## config.mk

```make
export PLATFORM = sky130hd
export DESIGN_NAME = tdmc_merge
export DESIGN_NICKNAME = d
export VERILOG_FILES = /design/src/rtl/tdmc_pkg.sv /design/src/rtl/tdmc_frame_ctr.sv /design/src/rtl/tdmc_chain_cap.sv /design/src/rtl/tdmc_slot_mux.sv /design/src/rtl/tdmc_merge.sv
export SDC_FILE = /design/constraint.sdc
export NUM_CORES = 1
export LEC_CHECK = 0
export BUFFER_PORTS_ARGS = -buffer_cell sky130_fd_sc_hd__buf_2
export CORE_UTILIZATION = 64
export CTS_CLUSTER_SIZE = 24
export DETAILED_ROUTE_END_ITERATION = 16
export GPL_TIMING_DRIVEN = 0
export HOLD_SLACK_MARGIN = 0.1
export PLACE_DENSITY = 0.94
export SLEW_MARGIN = 20
export SYNTH_ARGS = -nofsm -noshare
export SYNTH_HDL_FRONTEND = slang
export SYNTH_SLANG_ARGS = --single-unit
```

## constraint.sdc

```tcl
create_clock -name clk -period 4.6 [get_ports clk]
set_input_delay 0.46 -clock clk [delete_from_list [all_inputs] [get_ports clk]]
set_output_delay 0.46 -clock clk [all_outputs]
set_load 0.01 [all_outputs]
```

## src/rtl/tdmc_pkg.sv

```systemverilog
package tdmc_pkg;

  localparam int TDMC_SLOT_W = 32;
  localparam int TDMC_DATA_W = 24;
  localparam int TDMC_N_LOC  = 4;

  // What the current bit position carries on the outputs.
  typedef enum logic [1:0] {
    SK_IDLE   = 2'd0,
    SK_PAD    = 2'd1,
    SK_LOCAL  = 2'd2,
    SK_REPLAY = 2'd3
  } slot_kind_e;

endpackage

```

## src/rtl/tdmc_frame_ctr.sv

```systemverilog
module tdmc_frame_ctr #(
  parameter int FRAME_LEN = 256,
  parameter int POS_W     = 8
) (
  input  logic             clk,
  input  logic             rst_n,
  input  logic             frm_start,
  output logic [POS_W-1:0] pos,
  output logic             locked,
  output logic             frame_begin,
  output logic             resync
);

  localparam logic [POS_W-1:0] LAST = POS_W'(FRAME_LEN - 1);

  logic [POS_W-1:0] pos_q;
  logic             locked_q;
  logic             at_last;

  assign at_last     = (pos_q == LAST);
  assign frame_begin = frm_start | (locked_q & at_last);
  assign resync      = frm_start & locked_q & ~at_last;

  always_ff @(posedge clk or negedge rst_n) begin
    if (!rst_n) begin
      pos_q    <= '0;
      locked_q <= 1'b0;
    end else begin
      locked_q <= locked_q | frm_start;
      if (frm_start || at_last) pos_q <= '0;
      else                      pos_q <= pos_q + POS_W'(1);
    end
  end

  assign pos    = pos_q;
  assign locked = locked_q;

  AST_SYNC_TO_ZERO: assert property (@(posedge clk) disable iff (!rst_n)
    frm_start |=> (pos == '0));

  AST_ADVANCE: assert property (@(posedge clk) disable iff (!rst_n)
    (locked && !frm_start && pos != LAST) |=> (pos == $past(pos) + POS_W'(1)));

  AST_WRAP_ZERO: assert property (@(posedge clk) disable iff (!rst_n)
    (locked && !frm_start && pos == LAST) |=> (pos == '0 && locked));

endmodule

```

## src/rtl/tdmc_chain_cap.sv

```systemverilog
module tdmc_chain_cap #(
  parameter int N_LOC   = 4,
  parameter int DATA_W  = 24,
  parameter int SLOT_W  = 32,
  parameter int POS_W   = 8,
  parameter int BIT_W   = 5,
  parameter int SLOT_IW = 3,
  parameter int CH_W    = 2
) (
  input  logic                    clk,
  input  logic                    rst_n,
  input  logic [POS_W-1:0]        pos,
  input  logic                    locked,
  input  logic                    resync,
  input  logic                    chain_in,
  output logic [N_LOC*DATA_W-1:0] cap_data,
  output logic                    cap_valid
);

  // Last position of the capture half of the frame.
  localparam logic [POS_W-1:0] CAP_LAST = POS_W'(N_LOC * SLOT_W - 1);

  // Bit-in-slot to storage index: first bit of a slot is the MSB.
  function automatic logic [BIT_W-1:0] msb_first_idx(input logic [BIT_W-1:0] b);
    return BIT_W'(DATA_W - 1) - b;
  endfunction

  function automatic logic is_payload(input logic [BIT_W-1:0] b);
    return b < BIT_W'(DATA_W);
  endfunction

  logic [SLOT_IW-1:0] slot;
  logic [BIT_W-1:0]   bsel;
  logic [CH_W-1:0]    chan;
  logic               upper_half;
  logic               capture_hit;
  logic [BIT_W-1:0]   wr_idx;
  logic               valid_q;

  assign slot        = pos[POS_W-1:BIT_W];
  assign bsel        = pos[BIT_W-1:0];
  assign upper_half  = slot[SLOT_IW-1];
  assign chan        = slot[CH_W-1:0];
  assign wr_idx      = msb_first_idx(bsel);
  assign capture_hit = locked & ~upper_half & is_payload(bsel);

  genvar c;
  generate
    for (c = 0; c < N_LOC; c++) begin : g_lane
      logic [DATA_W-1:0] lane_q;
      always_ff @(posedge clk or negedge rst_n) begin
        if (!rst_n)                                  lane_q <= '0;
        else if (capture_hit && chan == CH_W'(c))    lane_q[wr_idx] <= chain_in;
      end
      assign cap_data[c*DATA_W +: DATA_W] = lane_q;
    end
  endgenerate

  always_ff @(posedge clk or negedge rst_n) begin
    if (!rst_n)                               valid_q <= 1'b0;
    else if (resync)                          valid_q <= 1'b0;
    else if (locked && pos == CAP_LAST)       valid_q <= 1'b1;
  end

  assign cap_valid = valid_q;

  AST_RESYNC_DROPS_VALID: assert property (@(posedge clk) disable iff (!rst_n)
    resync |=> !cap_valid);

  AST_VALID_AFTER_CAPTURE: assert property (@(posedge clk) disable iff (!rst_n)
    (locked && pos == CAP_LAST && !resync) |=> cap_valid);

  AST_BUFFER_FROZEN_LATE: assert property (@(posedge clk) disable iff (!rst_n)
    (upper_half && !resync) |=> $stable(cap_data));

endmodule

```

## src/rtl/tdmc_slot_mux.sv

```systemverilog
module tdmc_slot_mux
  import tdmc_pkg::*;
#(
  parameter int N_LOC   = 4,
  parameter int DATA_W  = 24,
  parameter int POS_W   = 8,
  parameter int BIT_W   = 5,
  parameter int SLOT_IW = 3,
  parameter int CH_W    = 2
) (
  input  logic                    clk,
  input  logic                    rst_n,
  input  logic [POS_W-1:0]        pos,
  input  logic                    locked,
  input  logic                    frame_begin,
  input  logic [N_LOC*DATA_W-1:0] loc_smp,
  input  logic [N_LOC*DATA_W-1:0] cap_data,
  input  logic                    cap_valid,
  output logic                    pri_out,
  output logic                    sec_out
);

  function automatic logic [BIT_W-1:0] msb_first_idx(input logic [BIT_W-1:0] b);
    return BIT_W'(DATA_W - 1) - b;
  endfunction

  function automatic slot_kind_e classify(input logic lk, input logic upper,
                                          input logic [BIT_W-1:0] b);
    if (!lk)                    return SK_IDLE;
    if (b >= BIT_W'(DATA_W))    return SK_PAD;
    if (upper)                  return SK_REPLAY;
    return SK_LOCAL;
  endfunction

  logic [N_LOC*DATA_W-1:0] loc_hold;
  logic [DATA_W-1:0]       loc_ch [N_LOC];
  logic [DATA_W-1:0]       rep_ch [N_LOC];
  logic [SLOT_IW-1:0]      slot;
  logic [BIT_W-1:0]        bsel;
  logic [CH_W-1:0]         chan;
  logic [BIT_W-1:0]        rd_idx;
  logic                    loc_bit;
  logic                    rep_bit;
  slot_kind_e              kind;

  // Local samples are held for the whole frame.
  always_ff @(posedge clk or negedge rst_n) begin
    if (!rst_n)           loc_hold <= '0;
    else if (frame_begin) loc_hold <= loc_smp;
  end

  genvar c;
  generate
    for (c = 0; c < N_LOC; c++) begin : g_unpack
      assign loc_ch[c] = loc_hold[c*DATA_W +: DATA_W];
      assign rep_ch[c] = cap_data[c*DATA_W +: DATA_W];
    end
  endgenerate

  assign slot    = pos[POS_W-1:BIT_W];
  assign bsel    = pos[BIT_W-1:0];
  assign chan    = slot[CH_W-1:0];
  assign rd_idx  = msb_first_idx(bsel);
  assign kind    = classify(locked, slot[SLOT_IW-1], bsel);
  assign loc_bit = loc_ch[chan][rd_idx];
  assign rep_bit = rep_ch[chan][rd_idx];

  always_comb begin
    pri_out = 1'b0;
    sec_out = 1'b0;
    unique case (kind)
      SK_LOCAL:  begin pri_out = loc_bit; sec_out = loc_bit; end
      SK_REPLAY: pri_out = cap_valid & rep_bit;
      default:   ;
    endcase
  end

  AST_PAD_QUIET: assert property (@(posedge clk) disable iff (!rst_n)
    (locked && bsel >= BIT_W'(DATA_W)) |-> (!pri_out && !sec_out));

  AST_SEC_UPPER_QUIET: assert property (@(posedge clk) disable iff (!rst_n)
    slot[SLOT_IW-1] |-> !sec_out);

  AST_LOWER_HALF_SAME: assert property (@(posedge clk) disable iff (!rst_n)
    !slot[SLOT_IW-1] |-> (pri_out == sec_out));

  AST_IDLE_QUIET: assert property (@(posedge clk) disable iff (!rst_n)
    !locked |-> (!pri_out && !sec_out));

  AST_LOCAL_HELD: assert property (@(posedge clk) disable iff (!rst_n)
    !frame_begin |=> $stable(loc_hold));

endmodule

```

## src/rtl/tdmc_merge.sv

```systemverilog
module tdmc_merge
  import tdmc_pkg::*;
#(
  parameter int SLOT_W = TDMC_SLOT_W,
  parameter int DATA_W = TDMC_DATA_W,
  parameter int N_LOC  = TDMC_N_LOC
) (
  input  logic                    clk,
  input  logic                    rst_n,
  input  logic                    frm_start,
  input  logic [N_LOC*DATA_W-1:0] loc_smp,
  input  logic                    chain_in,
  output logic                    pri_out,
  output logic                    sec_out
);

  // Power-of-two slot width and channel count keep slot and bit fields plain slices.
  localparam int N_SLOT    = 2 * N_LOC;
  localparam int FRAME_LEN = N_SLOT * SLOT_W;
  localparam int BIT_W     = $clog2(SLOT_W);
  localparam int CH_W      = $clog2(N_LOC);
  localparam int SLOT_IW   = CH_W + 1;
  localparam int POS_W     = BIT_W + SLOT_IW;

  logic [POS_W-1:0]        pos;
  logic                    locked;
  logic                    frame_begin;
  logic                    resync;
  logic [N_LOC*DATA_W-1:0] cap_data;
  logic                    cap_valid;

  tdmc_frame_ctr #(
    .FRAME_LEN (FRAME_LEN),
    .POS_W     (POS_W)
  ) u_ctr (
    .clk         (clk),
    .rst_n       (rst_n),
    .frm_start   (frm_start),
    .pos         (pos),
    .locked      (locked),
    .frame_begin (frame_begin),
    .resync      (resync)
  );

  tdmc_chain_cap #(
    .N_LOC   (N_LOC),
    .DATA_W  (DATA_W),
    .SLOT_W  (SLOT_W),
    .POS_W   (POS_W),
    .BIT_W   (BIT_W),
    .SLOT_IW (SLOT_IW),
    .CH_W    (CH_W)
  ) u_cap (
    .clk       (clk),
    .rst_n     (rst_n),
    .pos       (pos),
    .locked    (locked),
    .resync    (resync),
    .chain_in  (chain_in),
    .cap_data  (cap_data),
    .cap_valid (cap_valid)
  );

  tdmc_slot_mux #(
    .N_LOC   (N_LOC),
    .DATA_W  (DATA_W),
    .POS_W   (POS_W),
    .BIT_W   (BIT_W),
    .SLOT_IW (SLOT_IW),
    .CH_W    (CH_W)
  ) u_mux (
    .clk         (clk),
    .rst_n       (rst_n),
    .pos         (pos),
    .locked      (locked),
    .frame_begin (frame_begin),
    .loc_smp     (loc_smp),
    .cap_data    (cap_data),
    .cap_valid   (cap_valid),
    .pri_out     (pri_out),
    .sec_out     (sec_out)
  );

endmodule

```

==> results by group <==
Worst setup path
  • CP Depth: 9
  • Slowest-stage cell, CP: buf_2
  • Launch point of the worst path: u_ctr.pos[6]
  • Setup slack, reg-to-reg: between 1.5 and 2 ns
  • Element type at the critical path start: flop
  • Worst EP arrival: about 3.3 ns
  • Critical path endpoint category: output pin
  • Worst Setup Path Type: flop to output pin
  • Worst-path cell chain: buf_4 -> buf_4 -> buf_2 -> mux4_2 -> mux2i_1 -> nor3_1 -> o41ai_2 -> o21bai_1 -> buf_2
  • Worst path bufs/invs: 4
  • FF-to-FF Start: u_ctr.pos[0]
  • Worst R2R End: u_cap.g_lane[1].lane_q[19]
  • Worst R2R Path Depth: 7
  • Crit-path max cell delay: about 0.4 ns
  • Required time worst endpoint: a little over 4 ns
  • Crit path to: pri_out
  • Kind of cell adding the most delay to the critical path: buffers and inverters
  • Max FO, Critical Path: 10

STA
  • Crit path time final: around 3.8 ns
  • Slew at the pin closest to its max-slew limit: ~0.71 ns
  • Final count of pins violating max slew: 0
  • Slack of the critical path: about 0.83 ns
  • Final Hold Vio Count: 0
  • Fmax: 0.265 GHz
  • Final worst-path cycle share: 0.819
  • Clock Skew: 0.0112 ns
  • Slew headroom: 0.527
  • Unrepaired setup endpoints after global routing: false
  • Setup violators final: 0

Floorplanning
  • Io pins: 102
  • Die Ht: approximately 130 um
  • Initial core utilization: 0.655
  • CORE AREA: 0.0152 mm^2
  • Die width: 127 um
  • # rows: between 40 and 50
  • Area of the die: 0.0161 mm^2

Final layout
  • Area added between synthesis and finish: 14.9%
  • Nets@finish: 986
  • Final core utilization: 0.753
  • Filler instances: a little under 900
  • Ant. Diodes: 0
  • Share of post-route cells with drive strength above 1: 0.452

CTS
  • CTS resizes: 0
  • Clk_lat worst skew: approximately 0.5 ns
  • H-tree levels: 1
  • Num CTS Buffers: 21
  • CTS clk-pin slew, worst paths: about 0.06 ns
  • CTS Sinks: 202
  • CTS Buffer Depth: 3
  • TritonCTS clock tree: done
  • Clock root buffer: clkbuf_16

Power
  • Pwr Density: between 300 and 400 mW/mm^2
  • P_leak: 5.13 nW
  • VDD IR max: ~0.00031 V

Routing
  • DR vias: a little over 7000
  • Detailed Route Iter0 Violations: 660
  • Drt wl/cell: approximately 25 um
  • Vias per inst: 6.65
  • Final ANT Viol Nets: 0
  • WL final: ~27000 um
  • DRC: 0
  • TritonRoute pass-1 iters: 7

Global route
  • First-pass GRT wire length: about 43000 um
  • Initial antenna violation count: 0
  • Total grt overflow: 0
  • Global Route Usage Sum: 0.359
  • Pin count of the biggest net entering global routing: 96
  • Vias in the first global route: between 7000 and 8000

Worst hold path
  • Min-delay worst type: primary input to flop

Synthesis
  • Post-synth cell types: between 40 and 50
  • Synth Area per Inst: about 13 um^2
  • FF+latch count, synth: 202
  • Async SR Flop Fraction: 1.00
  • Post-Synthesis Cell Area: between 0.009 and 0.01 mm^2
  • Mapped Cells: ~750
  • Number of synthesized flops with an enable pin: 0
  • Sequential area share after synthesis: 0.508
  • Mapped Nets: 860
  • Post-synth top flop: dfrtp_1
  • Yosys warnings: 0

Outcome
  • Status: completed

Run
  • Number of max-cap violations: 0

Place
  • Placer congestion estimate: 0.952
  • Count of input and output buffers: 100
  • Hpwl dp: 17600 um
  • Pre-CTS setup slack: 1.45 ns
kinds of logic after synthesis:
| family | Yosys count | share of synthesized area |
|---|---|---|
| multiplexers | 252 | 0.336 |
| flip-flops | 202 | 0.508 |
| AND/OR/NAND/NOR | 191 | 0.0812 |
| buffers and inverters | 61 | 0.0342 |
| AO/OA/AOI/OAI | 32 | 0.0251 |
| adder cells (fa/ha/maj) | 8 | 0.0101 |
| XOR/XNOR | 6 | 0.00528 |
per-stage QoR:
step / power (mW) / hold WS [ns] / instances / setup TNS, ns / instance area (um^2)
floorplan: 2.24 / 0.164 / 752 / 0 / 9950
global placement: 2.40 / 0.479 / 1040 / -44.28 / 10700
detailed placement: 2.43 / 0.390 / 1042 / 0 / 10800
CTS: 4.08 / 0.161 / 1079 / 0 / 11400
global route: 4.20 / 0.180 / 1079 / 0 / 11400
finish: 4.09 / 0.169 / 1079 / 0 / 11400
worst reg2reg max path, delay by kind of cell (launching register included):
kind,cells,cell delay [ns]
adders and majority gates,1,0.55
buffers and inverters,3,1.06
DFF,1,0.43
muxes,1,0.35
and+or+nand+nor,2,0.44
layout make-up:
type / instances / area, um^2 / share of cell area
Buffer: 53 / 310 / 0.0271
Clock inverter: 5 / 31.3 / 0.00273
Sequential cell: 202 / 5050 / 0.442
Tap cell: 188 / 235 / 0.0206
Inverter: 8 / 30.0 / 0.00262
Clock buffer: 31 / 643 / 0.0562
Timing Repair Buffer: 103 / 576 / 0.0503
Multi-Input combinational cell: 489 / 4560 / 0.399
layout by cell type, fill, tap and decap left out, types with 7 or more instances in the layout:
cell type	count
buf_4	7
buf_2	117
mux2_2	193
nor2_1	113
mux4_2	35
nand2_1	33
inv_1	7
mux4_1	9
nand3_1	20
mux2i_1	15
ha_1	8
nor2b_1	8
clkbuf_1	21
clkbuf_16	21
clkbuf_8	8
dfrtp_1	202
synthesized netlist by cell type, types with 2 or more instances:
cell / instances / area [um^2]
nor2b_1: 8 / 50.1
and3_1: 3 / 18.8
a311oi_1: 2 / 17.5
nor2_1: 113 / 424
nand2_1: 33 / 124
ha_1: 8 / 100
buf_6: 6 / 67.6
xnor2_1: 4 / 35.0
mux4_2: 35 / 788
nand4_1: 2 / 12.5
clkbuf_1: 19 / 71.3
a221oi_1: 3 / 26.3
o21ai_0: 6 / 30.0
a21oi_1: 2 / 10.0
buf_4: 7 / 52.6
nand3_1: 20 / 100
a31oi_1: 5 / 31.3
dfrtp_1: 202 / 5050
mux4_1: 9 / 236
xor2_1: 2 / 17.5
inv_1: 7 / 26.3
mux2_2: 193 / 2170
a221o_1: 2 / 20.0
buf_2: 18 / 90.1
mux2i_1: 15 / 150
nor3_1: 4 / 20.0
or2_2: 2 / 12.5
routing by layer:
layer / global-route usage / wire length [um] / vias to the layer above
li1: - / - / 2954
met1: 0.432 / 9650 / 3614
met2: 0.584 / 13200 / 440
met3: 0.105 / 2570 / 172
met4: 0.206 / 1780 / 0
met5: 0 / 0 / -
registers in the layout, summed over array words and instances (netlist names):
register and count:
u_ctr.locked 1, u_ctr.pos 8, u_cap.g_lane.lane_q 96, u_cap.cap_valid 1
u_mux.loc_hold 96
how the worst min path moves through the flow:
stage                  startpoint                    endpoint  depth (start not counted)
3_5_place_dp                rst_n  u_cap.g_lane[1].lane_q[18]                          1
4_1_cts                 frm_start                u_ctr.pos[4]                          2
6_report                frm_start                u_ctr.pos[4]                          2
3_3_place_gp   u_mux.loc_hold[29]          u_mux.loc_hold[29]                          1
5_1_grt               loc_smp[79]          u_mux.loc_hold[79]                          2
2_1_floorplan               rst_n             u_cap.cap_valid                          0
repair_timing:
item | in CTS | in global routing
buffers inserted | 0 | 0
hold buffers | 1 | 0
hold endpoints to repair | 48 | 0
report_power, final:
part | switching, mW | leakage [nW] | internal [mW] | total, mW
Combinational | 0.237 | 2.22 | 0.228 | 0.465
Clock | 0.694 | 0.335 | 0.965 | 1.66
Sequential | 0.0742 | 2.58 | 1.89 | 1.97
Power figures use the tool's default switching activity.
